[src/rtl/pio_pkg.sv]
// Shared definitions for the dual parallel port.
// Assumes a 2-bit register selector; the encoding below is the bus-visible map.
package pio_pkg;
    typedef enum logic [1:0] {
        SEL_A_DATA = 2'd0,
        SEL_A_DIR  = 2'd1,
        SEL_B_DATA = 2'd2,
        SEL_B_DIR  = 2'd3
    } pio_sel_e;
endpackage

[src/rtl/pio_regs.sv]
// Register bank: data and direction registers for both ports.
// Assumes a write strobe qualified by the selector and a synchronous active-low reset.
module pio_regs
    import pio_pkg::*;
#(
    parameter int W = 8
) (
    input  logic         clk,
    input  logic         rst_n,
    input  logic         wr_en,
    input  logic [1:0]   reg_sel,
    input  logic [W-1:0] wr_data,
    output logic [W-1:0] a_dat,
    output logic [W-1:0] a_dir,
    output logic [W-1:0] b_dat,
    output logic [W-1:0] b_dir
);
    localparam int NREG = 4;

    logic [W-1:0] bank [NREG];

    for (genvar r = 0; r < NREG; r++) begin : g_reg
        // Capture write data into register r when it is selected.
        always_ff @(posedge clk) begin
            if (!rst_n) begin
                bank[r] <= '0;
            end else if (wr_en && (reg_sel == 2'(r))) begin
                bank[r] <= wr_data;
            end
        end
    end

    assign a_dat = bank[SEL_A_DATA];
    assign a_dir = bank[SEL_A_DIR];
    assign b_dat = bank[SEL_B_DATA];
    assign b_dir = bank[SEL_B_DIR];
endmodule

[src/rtl/pio_port.sv]
// One port: per-pin drive enables, drive values and readback.
// Bit 0 is push-pull; the other bits are open-drain. The top bit can be
// forced low by force_low when FORCE_EN is set. Bits set in NODRIVE_MASK
// never drive. Assumes W >= 2.
module pio_port #(
    parameter int         W            = 8,
    parameter bit         FORCE_EN     = 1'b0,
    parameter logic [W-1:0] NODRIVE_MASK = '0
) (
    input  logic [W-1:0] dat,
    input  logic [W-1:0] dir,
    input  logic [W-1:0] pad_in,
    input  logic         force_low,
    output logic [W-1:0] oe,
    output logic [W-1:0] drv,
    output logic [W-1:0] rdbk
);
    logic frc;

    // Gate the force input by the build option.
    always_comb frc = FORCE_EN & force_low;

    for (genvar i = 0; i < W; i++) begin : g_pin
        if (i == 0) begin : g_pp
            // Push-pull pin: follows data, reads data back while driving.
            always_comb begin
                oe[i]   = dir[i] & ~NODRIVE_MASK[i];
                drv[i]  = dat[i];
                rdbk[i] = dir[i] ? dat[i] : pad_in[i];
            end
        end else if (i == W - 1) begin : g_top
            // Open-drain top pin with optional interrupt force-low.
            always_comb begin
                oe[i]   = ((dir[i] & ~dat[i]) & ~NODRIVE_MASK[i]) | frc;
                drv[i]  = 1'b0;
                rdbk[i] = pad_in[i];
            end
        end else begin : g_od
            // Open-drain pin: pulls low only for an output holding 0.
            always_comb begin
                oe[i]   = (dir[i] & ~dat[i]) & ~NODRIVE_MASK[i];
                drv[i]  = 1'b0;
                rdbk[i] = pad_in[i];
            end
        end
    end
endmodule

[src/rtl/pio_pair.sv]
// Top: two parallel ports behind a 4-register bus map.
// Reads are combinational from reg_sel; writes land on the rising edge.
// ISOLATE_B56 removes the drivers of port-B pins 5 and 6 (needs W >= 7).
module pio_pair
    import pio_pkg::*;
#(
    parameter int W           = 8,
    parameter bit ISOLATE_B56 = 1'b0
) (
    input  logic         clk,
    input  logic         rst_n,
    input  logic [1:0]   reg_sel,
    input  logic         wr_en,
    input  logic [W-1:0] wr_data,
    output logic [W-1:0] rd_data,
    input  logic         irq_req,
    input  logic [W-1:0] pa_pad_in,
    input  logic [W-1:0] pb_pad_in,
    output logic [W-1:0] pa_oe,
    output logic [W-1:0] pa_out,
    output logic [W-1:0] pb_oe,
    output logic [W-1:0] pb_out
);
    localparam logic [W-1:0] B_MASK = ISOLATE_B56 ? (W'(1) << 5) | (W'(1) << 6) : '0;

    logic [W-1:0] a_dat, a_dir, b_dat, b_dir;
    logic [W-1:0] a_rd, b_rd;

    pio_regs #(.W(W)) u_regs (
        .clk(clk), .rst_n(rst_n), .wr_en(wr_en), .reg_sel(reg_sel),
        .wr_data(wr_data), .a_dat(a_dat), .a_dir(a_dir),
        .b_dat(b_dat), .b_dir(b_dir)
    );

    pio_port #(.W(W), .FORCE_EN(1'b0), .NODRIVE_MASK('0)) u_pa (
        .dat(a_dat), .dir(a_dir), .pad_in(pa_pad_in), .force_low(1'b0),
        .oe(pa_oe), .drv(pa_out), .rdbk(a_rd)
    );

    pio_port #(.W(W), .FORCE_EN(1'b1), .NODRIVE_MASK(B_MASK)) u_pb (
        .dat(b_dat), .dir(b_dir), .pad_in(pb_pad_in), .force_low(irq_req),
        .oe(pb_oe), .drv(pb_out), .rdbk(b_rd)
    );

    // Select read data for the addressed register.
    always_comb begin
        case (pio_sel_e'(reg_sel))
            SEL_A_DATA: rd_data = a_rd;
            SEL_A_DIR:  rd_data = a_dir;
            SEL_B_DATA: rd_data = b_rd;
            default:    rd_data = b_dir;
        endcase
    end
endmodule

[config.mk]
export PLATFORM = sky130hd
export DESIGN_NAME = pio_pair
export DESIGN_NICKNAME = d
export VERILOG_FILES = /design/src/rtl/pio_pkg.sv /design/src/rtl/pio_regs.sv /design/src/rtl/pio_port.sv /design/src/rtl/pio_pair.sv
export SDC_FILE = /design/constraint.sdc
export NUM_CORES = 1
export LEC_CHECK = 0
export ABC_AREA = 1
export BUFFER_PORTS_ARGS = -buffer_cell sky130_fd_sc_hd__buf_2
export CAP_MARGIN = 20
export CORE_MARGIN = 5
export CORE_UTILIZATION = 43
export CTS_CLUSTER_SIZE = 30
export DETAILED_ROUTE_END_ITERATION = 16
export GPL_ROUTABILITY_DRIVEN = 0
export GPL_TIMING_DRIVEN = 0
export PLACE_DENSITY = 0.75
export SLEW_MARGIN = 20
export SYNTH_ARGS = -nofsm -noshare
export SYNTH_HDL_FRONTEND = slang
export SYNTH_SLANG_ARGS = --single-unit
[constraint.sdc]
create_clock -name clk -period 1.32 [get_ports clk]
set_clock_uncertainty 0.1 [all_clocks]
set_input_delay 0.264 -clock clk [delete_from_list [all_inputs] [get_ports clk]]
set_output_delay 0.264 -clock clk [all_outputs]
set_load 0.01 [all_outputs]
==> Yosys cells after proc, flatten, opt, wreduce, memory -nomap -nowiden <==
Memories as Yosys holds them, arrays and structs flattened.
Cells that the tools add are included.
{ "totals": {"mem_count": 1, "elab_cells": 62, "input_bits": 30, "output_inout_bits": 40, "ff_bits": 0, "ram_bits": 32} }
{ "classes": {"n_eq_ne": 3, "bitwise_logic": 33, "mux": 20, "reduce_logical": 5} }
{ "memory_table": {"columns": ["memory", "words", "width", "rd", "rd_ports_with_merged_regs", "wr", "line_no", "text"], "rows": [
  ["u_regs.bank", 4, 8, 4, 0, 4, "pio_regs.sv:20", "logic [W-1:0] bank [NREG];"]
]} }
{ "op_table": {"columns": ["op", "count"], "rows": [
  ["2-to-1 mux 8 bit", 4],
  ["one-hot mux 8 bit (3 select lines)", 1],
  ["2-to-1 mux 1 bit", 15],
  ["bitwise AND 1 bit", 14],
  ["NOT 1 bit", 14],
  ["bitwise OR 1 bit", 5],
  ["== test 2 bit (second input constant)", 2],
  ["logical AND 1 bit", 4],
  ["== test 2 x 1 -> 1 bit (second input constant)", 1],
  ["zero test 2 bit", 1]
]} }

==> Depth between registers and ports, before layout <==
Gate-level depths: netlist (run 1).
{ "logic_depth": {"word_depth": 6, "mapped_depth": 5, "depth_no_buf": 5} }

==> Modules after synthesis <==
Synthesis (run 1) repeated with hierarchy kept, for this count alone.
{ "unflattened": {"cells_unflattened": 209, "area_unflattened_um2": 1903.1} }
{ "modules_own_cells": {"columns": ["module", "seq_area_each_um2", "n_inst", "cells_per_inst", "area_each_um2"], "rows": [
  ["pio_regs", 960.9, 1, 89, 1244.9],
  ["pio_pair", 0.0, 1, 48, 267.8],
  ["pio_port at u_pb", 0.0, 1, 37, 198.9],
  ["pio_port at u_pa", 0.0, 1, 35, 191.4]
]} }

==> Least setup slack after synthesis (run 1) <==
Ideal clock, no wire load.
{ "synth_timing": {"path_kind": "input to register", "start": "in reg_sel[1]", "end": "mem u_regs.bank[0][0] (enable)", "n_path_buf": 0, "cell_stages": 3, "arrival_time_ns": 0.840, "t_required_ns": 0.891, "path_slack_ns": 0.051, "setup_time_ns": 0.329, "path_cell_list": "nor2_2 nand2_1 nand2_1"} }
{ "synth_rtl": {"columns": ["element", "line_no", "text"], "rows": [
  ["start: declaration", "pio_pair.sv:12", "input logic [1:0] reg_sel,"],
  ["end: declaration", "pio_regs.sv:20", null]
]} }

==> metrics.md, run 1 <==
| Metric | Value |
|---|---|
| Initial core utilization | between 40% and 50% |
| Diode count | 0 |
| Crit path DAT | roughly 1200 ps |
| Global route overflow | 0 |
| Worst setup SP type | register |
| Vias in the first global route | 1375 |
| Hold-fix buffers, CTS | 0 |
| Pin count of the biggest net entering global routing | 11 |
| Pleak | roughly 1.1 nW |
| Antenna viol nets, final | 0 |
| Clock Path Buffers | 2 |
| First-pass GRT wire length | between 6 and 7 mm |
| CP Max Fanout | 4 |
| Slew Viols, Final | 0 |
| Post-detail-place hpwl | slightly below 3 mm |
| Die ar. | about 0.0053 sq mm |
| Tmin final | 1513 ps |
| CTS tree | built |
| Synth Cell Area | around 0.0017 sq mm |
| Core area | 0.003744 sq mm |
| Area leader, netlist | edfxtp_1 |
| RSZ-0062 raised after global routing | true |
| Yosys warnings | 0 |
| Routed wire length | between 4 and 5 mm |
| Synth Area in XOR/XNOR | 0% |
| Max reg flops | 32 |
| Adder-cell share of the synthesized area | 0% |
| Wire per inst | around 13 microns |
| Post-synthesis simple-gate area fraction | ~28% |
| Pwr dens | 1046 mW/mm^2 |
| Kind of critical path | reg2out |
| Number of max-cap violations | 0 |
| Final hold slack | 237.7 ps |
| Cell Rows | 22 |
| Area Overhead vs Synth | 33.36% |
| IO Count | 70 |
| Leading cell type in the layout, fill and taps excluded | buf_2 |
| Required time worst endpoint | 960 ps |
| Nets | slightly below 300 |
| CP Capture Type | output pin |
| Tot GR Track Use | roughly 16% |
| Hold Crit Class | in2reg |
| Clk sinks | 32 |
| Share of the synthesized area in the top cell type | roughly 56% |
| Commonest non-fill, non-tap cells in the layout | 49 x buf_2, 45 x nand2_1, 42 x nor2_1 |
| DR DRC count | 0 |
| CTS HTree Levels | 2 |
| Clock-pin slew on the worst setup and hold paths | 60 ps |
| Vias/cell | 4.585 |
| Period Utilization, post-route | 114.7% |
| Cells after DPL | ~300 |
| Hold path cells | 3 |
| Failing checks | negative setup slack |
| Largest regs | u_regs.bank x32 |
| Vert. Die Dim | between 70 and 80 microns |
| Post-Synthesis Mean Instance Area | slightly above 9 sq um |
| Final hold vios | 0 |
| Final setup viols | 10 |
| Distinct cell type count after synthesis | 15 |
| I/O Buffers | 53 |
| Biggest register | u_regs.bank |
| Initial DRC Count | 31 |
| Compound-cell area share of the yosys netlist | less than 1% |
| Status | complete, but fails checks |
| Mux contribution to synthesized area | 0% |
| Via count | 1435 |
| Post-Synthesis Cells | around 190 |
| Initial antenna violation count | 0 |
| Sequential-to-total area share from yosys stat | a little under three fifths |
| First-pass DRT Iterations | 4 |
| Layout Cells excl Fill | ~310 |
| Final Util | 60.66% |
| Final TNS setup | -496.1 ps |
| Ranking of synthesized cells by area | edfxtp_1 56%, nand2_1 9.9%, nor2_1 9.9% |
| Setup WS post-layout | -193.4 ps |
| Die X-Extent | between 70 and 80 microns |
| Maximum clock frequency | between 600 and 700 MHz |
| Layout cell share with drive strength beyond 1 | ~36% |
| Cts bufs inserted | 5 |
| Main combinational cell family by area after synthesis | simple AND/OR/NAND/NOR gates |
| Peak supply drop | around 0.00070 V |
| Root buffer cell | clkbuf_8 |
| #FFs+latches synth | 32 |
repair_timing:
action	4_1_cts	5_1_grt
pin swaps	18	10
cloned	1	0
gates resized for setup	10	8
endpoints found under the setup margin	18	23
buffers inserted	3	2
cell families (layout without fill, tap and decap cells):
logic type | count (synthesis) | after routing
flops | 32 | 32
buf+inv | 47 | 111
compound gates | 2 | 2
simple gates | 105 | 106
other cells | 1 | 14
worst paths after layout:
kind	from	endpoint	slack [ps]
worst max-delay path	u_regs.bank[1][0]	rd_data[0]	-190
worst min-delay path	wr_data[1]	u_regs.bank[2][1]	240
metal layers:
metal | global-route usage, % | share of wire [%]
met1 | 20.14 | 41
met2 | 25.25 | 46
met3 | 5.372 | 11
met4 | 6.967 | 1.8
met5 | 0 | 0
through the flow:
stage / instance area (sq um) / setup slack, ps / total power (W)
2_1_floorplan: 1752 / 50.86 / 0.001479
3_3_place_gp: 2077 / -351.2 / 0.001628
3_5_place_dp: 2077 / -364.9 / 0.001637
4_1_cts: 2245 / -186.3 / 0.002364
5_1_grt: 2271 / -248.2 / 0.002479
6_report: 2271 / -193.4 / 0.002375
Yosys cell counts:
cell,instances
clkinv_1,1
nor2_2,1
nand3_4,3
buf_4,18
conb_1,1
o21ai_0,1
edfxtp_1,32
nand4_1,8
nand2_1,45
inv_1,26
nand3_2,1
nor2_4,2
buf_2,2
o21bai_1,1
nor2_1,45
critical path: stages (launching register included):
cell,delay [ps]
edfxtp_1,430
inv_1,80
nand2_1,50
nand2_1,50
nand2_1,50
nand4_1,70
buf_2,130
layout make-up:
cell class,instances,area [sq um]
Multi-Input combinational cell,122,568.0
Fill cell,339,1473
Clock buffer,7,76.32
Tap cell,48,60.06
Timing Repair Buffer,58,365.4
Buffer,18,130.1
Clock inverter,1,3.754
Sequential cell,32,960.9
Inverter,27,106.4
power by group:
group          switching [W]  total (W)  internal, W  leakage (nW)
combinational       0.000243   0.000433     0.000190         0.757
sequential         0.0000342    0.00123      0.00120         0.315
clock               0.000343   0.000710     0.000366        0.0399
No activity file was read; power rests on OpenSTA's default activity.
==> inputs of run 2 (changes only) <==
--- a/config.mk
+++ b/config.mk
@@ -5,16 +5,17 @@
 export SDC_FILE = /design/constraint.sdc
 export NUM_CORES = 1
 export LEC_CHECK = 0
-export ABC_AREA = 1
 export BUFFER_PORTS_ARGS = -buffer_cell sky130_fd_sc_hd__buf_2
 export CAP_MARGIN = 20
 export CORE_MARGIN = 5
-export CORE_UTILIZATION = 43
+export CORE_UTILIZATION = 44
+export CTS_BUF_LIST = sky130_fd_sc_hd__clkbuf_16
 export CTS_CLUSTER_SIZE = 30
 export DETAILED_ROUTE_END_ITERATION = 16
 export GPL_ROUTABILITY_DRIVEN = 0
 export GPL_TIMING_DRIVEN = 0
-export PLACE_DENSITY = 0.75
+export HOLD_SLACK_MARGIN = 0.03
+export PLACE_DENSITY = 0.76
 export SLEW_MARGIN = 20
 export SYNTH_ARGS = -nofsm -noshare
 export SYNTH_HDL_FRONTEND = slang
==> metrics.md, run 2 <==
| Metric | Value |
|---|---|
| Clk sinks | 32 (unchanged) |
| Antenna viol nets, final | 0 (unchanged) |
| Area leader, netlist | edfxtp_1 |
| Setup WS post-layout | -339.8 ps (-146.3 ps) |
| Worst setup SP type | register |
| Share of the synthesized area in the top cell type | 53.48% (-2.9 points) |
| Required time worst endpoint | 960 ps (about the same) |
| Distinct cell type count after synthesis | 26 (+11) |
| Largest regs | u_regs.bank x32 |
| Final Instance Area | 0.002374 sq mm (+4.5%) |
| Pleak | 1.042 nW (-6.3%) |
| Layout cell share with drive strength beyond 1 | 54.85% (+19 points) |
| Post-Synthesis Cells | 130 (-30%) |
| #FFs+latches synth | 32 (unchanged) |
| Max reg flops | 32 (unchanged) |
| First-pass DRT Iterations | 6 (+2) |
| Status | complete, but fails checks |
| Cell Rows | 23 (+4.5%) |
| Synth async-reset ratio | 0% (unchanged) |
| Layout Cells excl Fill | 256 (-18%) |
| Top-count cell post-synth | edfxtp_1 |
| Global route overflow | 0 (unchanged) |
| Initial core utilization | 45.24% (-0.25 points) |
| Initial antenna violation count | 0 (unchanged) |
| Die ar. | 0.005461 sq mm (+2.7%) |
| Cts bufs inserted | 5 (unchanged) |
| Commonest non-fill, non-tap cells in the layout | 47 x buf_2, 32 x edfxtp_1, 21 x and2_1 |
| Placed instance area | 0.002177 sq mm (+4.8%) |
| Clock power share | 39.1% (+9.2 points) |
| Area Overhead vs Synth | 32.10% |
| Final setup viols | 10 (unchanged) |
| Ranking of synthesized cells by area | edfxtp_1 53%, mux4_1 10%, buf_4 7.5% |
| Vias in the first global route | 1192 (-13%) |
| Pre-CTS WS | -261.0 ps (+103.9 ps) |
| Via count | 1154 (-20%) |
| Peak supply drop | 0.0009416 V (+34%) |
| I/O Buffers | 53 (unchanged) |
| CP Max Fanout | 2 (-2) |
| Gate power share | 16.1% (-2.1 points) |
| Final hold vios | 0 (unchanged) |
| CTS tree | built |
| Synth Cell Area | 0.001797 sq mm (+5.5%) |
| Post-Synthesis Mean Instance Area | 13.82 sq um (+52%) |
| Pin count of the biggest net entering global routing | 12 (+1) |
| Routed wire length | 3.640 mm (-12%) |
| Sw power | 0.0006189 W (-0.29%) |
| Clock-pin slew on the worst setup and hold paths | 50 ps (about the same) |
| Yosys warnings | 0 (unchanged) |
| Pwr dens | 1155 mW/mm^2 (+10%) |
| Clock Path Buffers | 2 (unchanged) |
| Crit path DAT | 1300 ps (+150 ps) |
| IO Count | 70 (unchanged) |
| Slew Viols, Final | 0 (unchanged) |
| Top cells by count, synth | 32 x edfxtp_1, 21 x and2_1, 18 x buf_4, 13 x nor2b_1, 11 x and2_2 |
| Root buffer cell | clkbuf_16 |
| Initial DRC Count | 21 (-32%) |
| Most common flop cell mapped by yosys | edfxtp_1 |
| Kind of critical path | reg2out |
| Biggest register | u_regs.bank |
| Sequential share of power | 44.8% (-7.1 points) |
| Failing checks | negative setup slack |
| Core area | 0.003971 sq mm (+6.1%) |
| Nets | 235 (-20%) |
| Tmin final | 1660 ps (+146.3 ps) |
| Sequential-to-total area share from yosys stat | 53.48% (-2.9 points) |
| RSZ-0062 raised after global routing | true |
| Final TNS setup | -2726 ps (-2230 ps) |
| Cells after DPL | 246 (-18%) |
| Vert. Die Dim | 73.90 microns (+1.3%) |
| Number of max-cap violations | 0 (unchanged) |
| First-pass GRT wire length | 5.664 mm (-11%) |
| Diode count | 0 (unchanged) |
| Period Utilization, post-route | 125.7% (+11 points) |
| Internal | 0.002122 W (+21%) |
| Tot GR Track Use | 14.47% (-1.6 points) |
| Leading cell type in the layout, fill and taps excluded | buf_2 |
| CP Capture Type | output pin |
| Sw frac | 22.58% (-3.6 points) |
| Vias/cell | 4.508 (-1.7%) |
| Hold Crit Class | in2reg |
| Number of flops mapped to enable cells by yosys | 32 (unchanged) |
| Maximum clock frequency | 602.5 MHz (-8.8%) |
| Die X-Extent | 73.90 microns (+1.3%) |
| Wire per inst | 14.22 microns (+7.2%) |
| DR DRC count | 0 (unchanged) |
| CTS HTree Levels | 2 (unchanged) |
## run 2: cell count changes after synthesis, sizes merged, moves of 2 or more
| cell | before | now |
|---|---|---|
| nand3b | 0 | 2 |
| mux4 | 0 | 7 |
| nor3b | 0 | 2 |
| inv | 26 | 1 |
| and2 | 0 | 32 |
| nor2b | 0 | 13 |
| nor2 | 48 | 3 |
| nand4 | 8 | 0 |
| nand2 | 45 | 7 |
| nand3 | 4 | 1 |
## run 2: final cells by class
type | instances | area, sq um
buffer | 21 | 176.4
clock buffer | 5 | 125.1
clock inverter | 3 | 18.77
fill | 334 | 1598
inverter | 1 | 3.754
multi-input combinational | 88 | 690.7
sequential | 32 | 960.9
tap | 50 | 62.56
timing repair buffer | 56 | 335.3
## run 2: metrics by stage
| stage | total power (W) | hold WS (ps) | util, % |
|---|---|---|---|
| final | 0.002741 | 200.0 | 59.77 |
| after global routing | 0.002847 | 203.5 | 59.77 |
| after CTS | 0.002738 | 196.4 | 58.92 |
| after detailed placement | 0.001645 | 474.5 | 54.82 |
| after global placement | 0.001638 | 474.2 | 54.82 |
| after floorplan | 0.001488 | 362.2 | - |
## run 2: power groups by stage
stage	clock, W	sequential (W)	combinational (W)
3_3_place_gp	0	0.00124	0.000395
6_report	0.00107	0.00123	0.000442
2_1_floorplan	0	0.00123	0.000253
5_1_grt	0.00113	0.00124	0.000479
3_5_place_dp	0	0.00125	0.000398
4_1_cts	0.00109	0.00123	0.000424
## run 2: per-layer routing
metal / global-route usage, % / wire length (microns) / up-vias
met2: 24.90 / 1945 / 41
met5: 0 / 0 / -
li1: - / - / 576
met1: 15.71 / 1365 / 533
met4: 6.439 / 51 / 0
met3: 5.609 / 276 / 4
## run 2: worst max-delay path, cell delays in order (launching register included)
cell and delay, ps:
edfxtp_1 380, or3b_1 370, a31oi_2 130, buf_2 150
## run 2: kinds of logic after synthesis
family | share of synthesized area [%]
and+or+nand+nor | 23.68
DFF | 53.48
buffers and inverters | 10.24
muxes | 10.24
AOI/OAI and AO/OA | 2.159
other | 0.2087
## run 2: what timing repair did
item                       4_1_cts  5_1_grt
hold buffers                     0        0
setup endpoints to repair        9       37
resized for setup                7        9
buffers inserted                 3        2
## run 2: path summary, 6_finish.rpt
path,depth (start not counted),slack [ps],startpoint,endpoint
worst max-delay path,3,-340,u_regs.bank[3][0],rd_data[0]
worst min-delay path,2,200,wr_data[7],u_regs.bank[2][7]
==> inputs of run 3 (changes only) <==
--- a/config.mk
+++ b/config.mk
@@ -16,7 +16,6 @@
 export GPL_TIMING_DRIVEN = 0
 export HOLD_SLACK_MARGIN = 0.03
 export PLACE_DENSITY = 0.76
-export SLEW_MARGIN = 20
 export SYNTH_ARGS = -nofsm -noshare
 export SYNTH_HDL_FRONTEND = slang
 export SYNTH_SLANG_ARGS = --single-unit
==> constraint.sdc (replaced) <==
create_clock -name clk -period 1.32 [get_ports clk]
set_clock_uncertainty 0.1 [all_clocks]
set_input_delay 0.066 -clock clk [delete_from_list [all_inputs] [get_ports clk]]
set_output_delay 0.066 -clock clk [all_outputs]
set_load 0.01 [all_outputs]
==> metrics.md, run 3 (same netlist as run 2, synthesis figures left out) <==
| Metric | Value |
|---|---|
| Biggest register | u_regs.bank |
| First-pass DRT Iterations | 4 (-2) |
| Global route overflow | 0 (unchanged) |
| CP max stage delay | 520 ps (+140 ps) |
| Failing checks | negative setup slack |
| CTS HTree Levels | 2 (unchanged) |
| Pre-CTS WS | -109.5 ps (+151.5 ps) |
| Area Overhead vs Synth | 34.82% |
| Wire per inst | 14.50 microns (+2.0%) |
| Required time worst endpoint | 1150 ps (+190 ps) |
| Maximum clock frequency | 671.3 MHz (+11%) |
| Final Instance Area | 0.002422 sq mm (+2.1%) |
| Routed wire length | 3.799 mm (+4.4%) |
| Setup WS post-layout | -169.6 ps (+170.1 ps) |
| Commonest non-fill, non-tap cells in the layout | 52 x buf_2, 32 x edfxtp_1, 21 x and2_1 |
| Largest regs | u_regs.bank x32 |
| Nets | 241 (+2.6%) |
| Kind of critical path | reg2out |
| Status | complete, but fails checks |
| Layout Cells excl Fill | 262 (+2.3%) |
| Initial antenna violation count | 0 (unchanged) |
| Placed instance area | 0.002173 sq mm (-0.17%) |
| Core area | 0.003971 sq mm (unchanged) |
| Die ar. | 0.005461 sq mm (unchanged) |
| Die X-Extent | 73.90 microns (unchanged) |
| Diode count | 0 (unchanged) |
| Tmin final | 1490 ps (-170.1 ps) |
| Clk sinks | 32 (unchanged) |
| Clock Path Buffers | 2 (unchanged) |
| Vias/cell | 4.603 (+2.1%) |
| Worst path cell trace | mux4_1, buf_2 |
| Slew Viols, Final | 0 (unchanged) |
| Pwr dens | 1197 mW/mm^2 (+3.6%) |
| CTS tree | built |
| Post-detail-place hpwl | around 2.8 mm |
| Worst setup SP type | register |
| Final hold vios | 0 (unchanged) |
| Number of max-cap violations | 0 (unchanged) |
| Hold Crit Class | in2reg |
| Final-layout fill cell count | 346 (+3.6%) |
| Internal | 0.002296 W (+8.2%) |
| Sw power | 0.0006019 W (-2.7%) |
| Total power | 0.002898 W (+5.7%) |
| CP Capture Type | output pin |
| Initial core utilization | 45.24% (unchanged) |
| Clock power share | 43.1% (+4.0 points) |
| Final hold slack | 237.3 ps (+37.30 ps) |
| Vert. Die Dim | 73.90 microns (unchanged) |
| Gate power share | 14.6% (-1.5 points) |
| Pin count of the biggest net entering global routing | 11 (-1) |
| Vias in the first global route | 1244 (+4.4%) |
| RSZ-0062 raised after global routing | true |
| Pleak | 1.095 nW (+5.2%) |
| Crit path buf inv count | 1 (unchanged) |
| Leading cell type in the layout, fill and taps excluded | buf_2 |
| Slowest-stage cell, CP | mux4_1 |
| Sequential share of power | 42.3% (-2.5 points) |
| Sw frac | 20.77% (-1.8 points) |
| Clock-pin slew on the worst setup and hold paths | 50 ps (about the same) |
| Cells after DPL | 246 (unchanged) |
| CP Max Fanout | 2 (unchanged) |
| Period Utilization, post-route | 112.9% (-13 points) |
| Layout cell share with drive strength beyond 1 | 47.64% (-7.2 points) |
| IO Count | 70 (unchanged) |
| Cell Rows | 23 (unchanged) |
| Crit path DAT | 1320 ps (+20 ps) |
| Cts bufs inserted | 5 (unchanged) |
| Cell family with most CP delay | multiplexers |
| Via count | 1206 (+4.5%) |
| Tot GR Track Use | 14.84% (+0.37 points) |
| First-pass GRT wire length | 5.920 mm (+4.5%) |
| Antenna viol nets, final | 0 (unchanged) |
| Initial DRC Count | 20 (-4.8%) |
| Peak supply drop | 0.001365 V (+45%) |
| Max reg flops | 32 (unchanged) |
| Root buffer cell | clkbuf_16 |
| Final setup viols | 8 (-2) |
| I/O Buffers | 53 (unchanged) |
| DR DRC count | 0 (unchanged) |
-- run 3: routing by layer --
layer	GRT usage (%)	wire, microns	part of all wire (%)
met3	5.746	361	9.5
met1	16.15	1455	38
met4	3.622	38	1.0
met2	26.97	1943	51
met5	0	0	0
-- run 3: path summary, 6_finish.rpt --
path,startpoint,endpoint,slack (ps),depth (start not counted)
min,reg_sel[1],u_regs.bank[1][6],240,3
max,u_regs.bank[1][5],rd_data[5],-170,2
-- run 3: layout make-up --
| cell class | count | area (sq um) | share of cell area (%) |
|---|---|---|---|
| clock buffers | 5 | 125.1 | 5.165 |
| plain buffers | 22 | 180.2 | 7.438 |
| repair buffers | 61 | 357.8 | 14.77 |
| clock inverters | 3 | 38.79 | 1.601 |
| well taps | 50 | 62.56 | 2.583 |
| inverters | 1 | 3.754 | 0.1550 |
| multi-input cells | 88 | 693.2 | 28.62 |
| flip-flops and latches | 32 | 960.9 | 39.67 |
-- run 3: metrics by stage --
| step | util (%) | TNS (ps) |
|---|---|---|
| after floorplan | - | 0 |
| after global placement | 54.73 | -1591 |
| after detailed placement | 54.73 | -2990 |
| after CTS | 60.68 | -1152 |
| after global routing | 61.00 | -1547 |
| final | 61.00 | -1081 |
-- run 3: power groups by stage --
stage | Sequential (W) | Combinational (W) | Clock [W]
2_1_floorplan | 0.00123 | 0.000248 | 0
3_3_place_gp | 0.00124 | 0.000390 | 0
3_5_place_dp | 0.00125 | 0.000394 | 0
4_1_cts | 0.00123 | 0.000417 | 0.00126
5_1_grt | 0.00123 | 0.000461 | 0.00132
6_report | 0.00123 | 0.000423 | 0.00125
-- run 3: tightest hold or removal path, stage by stage --
cell and delay (ps):
clkbuf_8 150, nor3b_4 70, and2_1 150
-- run 3: repair_timing --
| action | CTS | global route |
|---|---|---|
| resized for setup | 2 | 2 |
| gates cloned | 0 | 0 |
| hold endpoints to repair | 30 | 0 |
| setup buffers | 0 | 0 |
| hold buffers | 8 | 0 |
| setup endpoints to repair | 8 | 8 |
